<file path="src/rtl/susp_seq.sv">
module susp_seq #(
  parameter int PLANE_BITS    = 2,
  parameter int SECT_BITS     = 4,
  parameter int ADDR_BITS     = 12,
  parameter int ERASE_SUS_CYC = 3750,
  parameter int PROG_SUS_CYC  = 2500
) (
  input  logic                     clk,
  input  logic                     rst_n,
  input  logic                     cmd_valid,
  input  logic [2:0]               cmd_op,
  input  logic [ADDR_BITS-1:0]     cmd_addr,
  input  logic [(1<<SECT_BITS)-1:0] sect_prot,
  input  logic [(1<<PLANE_BITS)-1:0] alg_busy,
  output logic [(1<<PLANE_BITS)-1:0] pause_req,
  output logic [2*(1<<PLANE_BITS)-1:0] plane_mode,
  output logic                     susp_done,
  output logic                     cmd_acc,
  output logic                     cmd_rej,
  output logic                     rd_status
);
  localparam int NPL  = 1 << PLANE_BITS;
  localparam int MAXL = (ERASE_SUS_CYC > PROG_SUS_CYC) ? ERASE_SUS_CYC : PROG_SUS_CYC;
  localparam int TW   = $clog2(MAXL + 1);

  localparam logic [2:0] OP_RD = 3'd0, OP_PG = 3'd1, OP_SE = 3'd2, OP_CE = 3'd3,
                         OP_SUS = 3'd4, OP_RES = 3'd5;
  localparam logic [1:0] K_PG = 2'd1, K_SE = 2'd2, K_CE = 2'd3;
  localparam logic [1:0] P_IDLE = 2'd0, P_RUN = 2'd1, P_PAUSE = 2'd2, P_SUSP = 2'd3;

  logic [1:0]           phase, kind;
  logic [ADDR_BITS-1:0] op_addr;
  logic                 seen;
  logic [TW-1:0]        tmr;
  logic                 acc_n, rej_n, st_n;

  wire [PLANE_BITS-1:0] c_plane = cmd_addr[ADDR_BITS-1 -: PLANE_BITS];
  wire [PLANE_BITS-1:0] o_plane = op_addr[ADDR_BITS-1 -: PLANE_BITS];
  wire [SECT_BITS-1:0]  c_sect  = cmd_addr[ADDR_BITS-1 -: SECT_BITS];
  wire [SECT_BITS-1:0]  o_sect  = op_addr[ADDR_BITS-1 -: SECT_BITS];
  wire                  is_ce   = (kind == K_CE);
  wire                  on_plane = is_ce || (c_plane == o_plane);
  wire                  busy_sel = is_ce ? |alg_busy : alg_busy[o_plane];
  wire                  fin     = (phase == P_RUN) && seen && !busy_sel;

  always_comb begin
    acc_n = 1'b0;
    rej_n = 1'b0;
    st_n  = 1'b0;
    if (cmd_valid) begin
      case (phase)
        P_IDLE: acc_n = (cmd_op <= OP_CE);
        P_RUN, P_PAUSE: begin
          if (cmd_op == OP_RD) begin
            acc_n = !on_plane;
            rej_n = on_plane;
          end else if (cmd_op == OP_PG || cmd_op == OP_SE || cmd_op == OP_CE) begin
            rej_n = 1'b1;
          end else if (cmd_op == OP_SUS && phase == P_RUN && !fin) begin
            acc_n = 1'b1;
          end
        end
        default: begin
          case (cmd_op)
            OP_RD: begin
              if (is_ce) begin
                acc_n = sect_prot[c_sect];
                rej_n = !sect_prot[c_sect];
              end else begin
                acc_n = 1'b1;
                st_n  = (kind == K_PG) ? (cmd_addr == op_addr) : (c_sect == o_sect);
              end
            end
            OP_PG: begin
              acc_n = (kind == K_SE) && (c_sect != o_sect);
              rej_n = !acc_n;
            end
            OP_SE, OP_CE: rej_n = 1'b1;
            OP_RES: acc_n = on_plane;
            default: ;
          endcase
        end
      endcase
    end
  end

  always_ff @(posedge clk) begin
    if (!rst_n) begin
      phase     <= P_IDLE;
      kind      <= K_PG;
      op_addr   <= '0;
      seen      <= 1'b0;
      tmr       <= '0;
      susp_done <= 1'b0;
      cmd_acc   <= 1'b0;
      cmd_rej   <= 1'b0;
      rd_status <= 1'b0;
    end else begin
      cmd_acc   <= acc_n;
      cmd_rej   <= rej_n;
      rd_status <= st_n;
      susp_done <= 1'b0;
      case (phase)
        P_IDLE: if (acc_n && cmd_op != OP_RD) begin
          phase   <= P_RUN;
          kind    <= cmd_op[1:0];
          op_addr <= cmd_addr;
          seen    <= 1'b0;
        end
        P_RUN: begin
          seen <= seen || busy_sel;
          if (fin) begin
            phase <= P_IDLE;
          end else if (acc_n && cmd_op == OP_SUS) begin
            phase <= P_PAUSE;
            tmr   <= (kind == K_PG) ? TW'(PROG_SUS_CYC - 1) : TW'(ERASE_SUS_CYC - 1);
          end
        end
        P_PAUSE: begin
          if (!busy_sel || tmr == '0) begin
            phase     <= P_SUSP;
            susp_done <= 1'b1;
          end else begin
            tmr <= tmr - 1'b1;
          end
        end
        default: if (acc_n && cmd_op == OP_RES) begin
          phase <= P_RUN;
          seen  <= 1'b0;
        end
      endcase
    end
  end

  for (genvar p = 0; p < NPL; p++) begin : g_pl
    logic hit;
    assign hit = is_ce || (o_plane == PLANE_BITS'(p));
    assign pause_req[p] = (phase == P_PAUSE || phase == P_SUSP) && hit;
    assign plane_mode[2*p +: 2] = (phase == P_SUSP && hit) ? ((kind == K_PG) ? 2'd2 : 2'd1) : 2'd0;
  end
endmodule

</file>
<file path="config.mk">
export PLATFORM = sky130hd
export DESIGN_NAME = susp_seq
export DESIGN_NICKNAME = d
export VERILOG_FILES = /design/src/rtl/susp_seq.sv
export SDC_FILE = /design/constraint.sdc
export NUM_CORES = 1
export LEC_CHECK = 0
export BUFFER_PORTS_ARGS = -buffer_cell sky130_fd_sc_hd__buf_4
export CORE_ASPECT_RATIO = 0.75
export CORE_MARGIN = 2
export CORE_UTILIZATION = 55
export CTS_CLUSTER_DIAMETER = 200
export DETAILED_ROUTE_END_ITERATION = 10
export GPL_ROUTABILITY_DRIVEN = 0
export GPL_TIMING_DRIVEN = 0
export PLACE_DENSITY = 0.8
export SLEW_MARGIN = 20
export SYNTH_ARGS = -nofsm -noshare
export SYNTH_HDL_FRONTEND = slang
export SYNTH_SLANG_ARGS = --single-unit
</file>
<file path="constraint.sdc">
create_clock -name clk -period 3.43 [get_ports clk]
set_clock_uncertainty 0.2 [all_clocks]
set_input_delay 0.343 -clock clk [delete_from_list [all_inputs] [get_ports clk]]
set_output_delay 0.343 -clock clk [all_outputs]
set_load 0.02 [all_outputs]
</file>
==> qor.yml <==
setup_path:
  startpoint_type: "flop"
  worstSetupEndpoint: "pause_req[3]"
  r2r_start: "phase[0]"
  crit_path_max_incr_delay_ps: 460
  worst_setup_path_end_kind: "output pin"
  cp_cell_sequence: "inv_1, ha_1, clkbuf_1, clkbuf_1, nor2_1, a21oi_1, buf_4"
  cp_common_cell: "clkbuf_1"
  cpMaxStageDelayCell: "clkbuf_1"
  r2r-end: "tmr[0]"
  crit_start: "phase[0]"
  required_ps: 2890
  arrival_ps: 2320
  reg2reg_slack_ps: 590
  reg2reg_depth: 9
  setup.worst_path.class: "reg2out"
  critical_path.max_fanout: 10
yosys:
  synth-main-ff-cell: "dfxtp_1"
  synth-seq-cells: 33
  synth_cells: 314
  synth-edff-count: 0
  yosysWarnings: 0
  syn_nets: 357
  ys_seq_area_share_pct: 25.19
  synthesis.area_um2: 2623
  ys_types: 70
  synth_area_per_cell_um2: 8.352
  postSynth.asyncResetShare_pct: 0
status:
  outcome: "completed"
cells_and_area:
  diodes: 0
  finalInstanceArea_um2: 3159
  area_delta_synth_final_pct: 20.47
  fillers: 388
  final_layout_size_suffix_gt1_share_pct: 27.99
  fin_nets: 410
flow_run:
  maxCapViolCount: 0
cts:
  numClockSinks: 33
  clk_latency_ps: 300
  cts_buffer_depth: 2
  cts_buffers: 5
  htreeDepth: 2
  postCtsSetupBuffers: 0
  root_buffer: "clkbuf_8"
  cts_resized: 0
  cts_hold_buf: 0
  path_clk_slew_ps: 80
  cts_tree: "built"
hold_path:
  min_path_type: "in2reg"
  holdPathStages: 3
floorplanning:
  die_area_um2: 5342
  io_pins: 54
  die_x_um: 83.74
  die_y_um: 63.80
  initial_core_util_pct: 58.03
  row_count: 21
  core_area_um2: 4519
pwr:
  swShare_pct: 32.97
  p_int_uw: 823.7
  clkPwrFrac_pct: 32.5
  p_switching_uw: 405.2
  total_leakage_power_uw: 0.001203
  ir_worst_vdd_uv: 325.8
  seqPwrFrac_pct: 35.2
  combPwrFrac_pct: 32.3
  power.density_nw_per_um2: 389.0
timing:
  worst_slew_pin_slew_ps: 710.8
  setup_ws_ps: 567.0
  period_needed_ps: 2863
  rsz0062_at_grt: "no"
  timing.slew.headroom_pct: 52.51
  hold_viol_final: 0
  slew_violations: 0
  period_share_pct: 83.47
  clock.fmax_mhz: 349.3
  setup_viol: 0
  setup_tns_ps: 0
detailed_routing:
  wire_per_inst_um: 16.33
  drc: 0
  vias: 2613
  drt_iter0_drc: 247
  ant_nets: 0
  drt_first_pass_iters: 5
  vias_per_cell: 6.148
  drt-total-wl_um: 6939
placed_design:
  dpl_cell_area_um2: 3039
  hpwl_um: 5083
  dp_worst_setup_slack_ps: 670.6
  port_buffers: 46
grt:
  grt_use_total_pct: 26.66
  antenna_found_initial: 0
  grt.overflow.total: 0
  grt_pass1_vias: 2395
  grt_pass1_wl_um: 11470
  grt_start_max_net_pins: 12
-- cell usage after synthesis (all sizes together), types with 5 or more instances --
cell type / n / share of area (%)
buf: 12 / 3.8
or2: 5 / 1.2
a31oi: 9 / 2.1
nor2: 22 / 3.1
ha: 5 / 2.4
clkbuf: 12 / 1.8
dfxtp: 33 / 25
nand2: 49 / 7.0
xnor2: 7 / 2.3
a211oi: 9 / 2.8
nand4: 5 / 1.2
nand2b: 5 / 1.5
inv: 14 / 2.0
or3: 5 / 1.2
xor2: 5 / 2.7
mux2i: 18 / 6.9
nor3: 7 / 1.3
nor4: 6 / 2.2
a21oi: 19 / 4.6
-- routing by layer --
metal,GRT usage [%],vias to the layer above,routed length [um],part of all wire (%)
met5,0,-,0,0
met2,40.60,132,3000,43
met3,5.943,12,526,7.6
li1,-,1251,-,-
met4,8.065,0,89,1.3
met1,37.84,1218,3322,48
-- worst min-delay path by stage --
stage                      startpoint          to
after global routing      cmd_addr[1]  op_addr[1]
after detailed placement   op_addr[8]  op_addr[8]
final                     cmd_addr[3]  op_addr[3]
after CTS                 cmd_addr[3]  op_addr[3]
after floorplan            op_addr[0]  op_addr[0]
after global placement     op_addr[0]  op_addr[0]
-- stage by stage --
stage          power, uW  utilization, %  hold slack [ps]  std cells
2_1_floorplan      731.2               -            246.5        314
3_3_place_gp       818.7           67.25            254.5        417
3_5_place_dp       827.9           67.25            261.9        417
4_1_cts             1223           69.91            106.7        425
5_1_grt             1291           69.91            112.2        425
6_report            1229           69.91            108.2        425
-- cell type report --
cell class	count	area, um^2	area share [%]
flip-flops and latches	33	660.6	20.91
clock inverters	2	37.54	1.188
repair buffers	46	345.3	10.93
clock buffers	6	82.58	2.614
well taps	57	71.32	2.257
multi-input cells	243	1763	55.80
inverters	14	52.55	1.663
plain buffers	24	146.4	4.634
-- power by group through the flow --
stage | clock network (uW) | logic [uW] | registers, uW
floorplan | 0 | 294 | 437
finish | 399 | 397 | 432
detailed placement | 0 | 388 | 440
CTS | 401 | 391 | 431
global placement | 0 | 379 | 439
global route | 420 | 436 | 434
-- sequential cells by signal (all words and copies together) (netlist names) --
name / cells
susp_done: 1
op_addr: 12
cmd_acc: 1
kind: 2
tmr: 12
phase: 2
seen: 1
cmd_rej: 1
rd_status: 1
-- worst max-delay path, delay by kind of cell (launching register included) --
family                     cells  cell delay [ps]
AOI/OAI and AO/OA              1              170
adders and majority gates      1              160
buffers and inverters          4             1150
DFF                            1              370
and+or+nand+nor                1              170
-- cells in the final DEF (no fill, tap or decap), types with 3 or more instances in the layout --
cell / netlist / layout
clkbuf_1: 10 / 10
or4_1: 4 / 4
and3_1: 4 / 4
a311oi_1: 3 / 3
nand2b_1: 4 / 4
buf_4: 2 / 48
buf_6: 3 / 3
a211oi_1: 8 / 8
inv_1: 13 / 13
mux2i_1: 18 / 18
a21oi_1: 14 / 14
and4_1: 4 / 4
nor2_1: 22 / 22
nor3b_1: 3 / 3
or3_1: 5 / 5
nand2_1: 49 / 49
or2_2: 5 / 5
dfxtp_1: 33 / 33
nor4_1: 4 / 4
buf_2: 6 / 6
nand3_1: 3 / 3
a31o_2: 4 / 4
ha_1: 5 / 5
nor3_1: 7 / 7
clkbuf_8: 0 / 6
a31oi_1: 9 / 9
nand4_1: 5 / 5
xnor2_1: 7 / 7
a21oi_2: 4 / 4
xor2_1: 3 / 3
o21a_1: 4 / 4
-- logic make-up after synthesis --
group | synth area share, %
mux | 9.876
simple gates | 25.86
compound gates | 24.09
fa+ha+maj | 2.385
xor+xnor | 5.010
buf+inv | 7.586
flops | 25.19
Note: power is estimated with default switching activity, not from simulation.
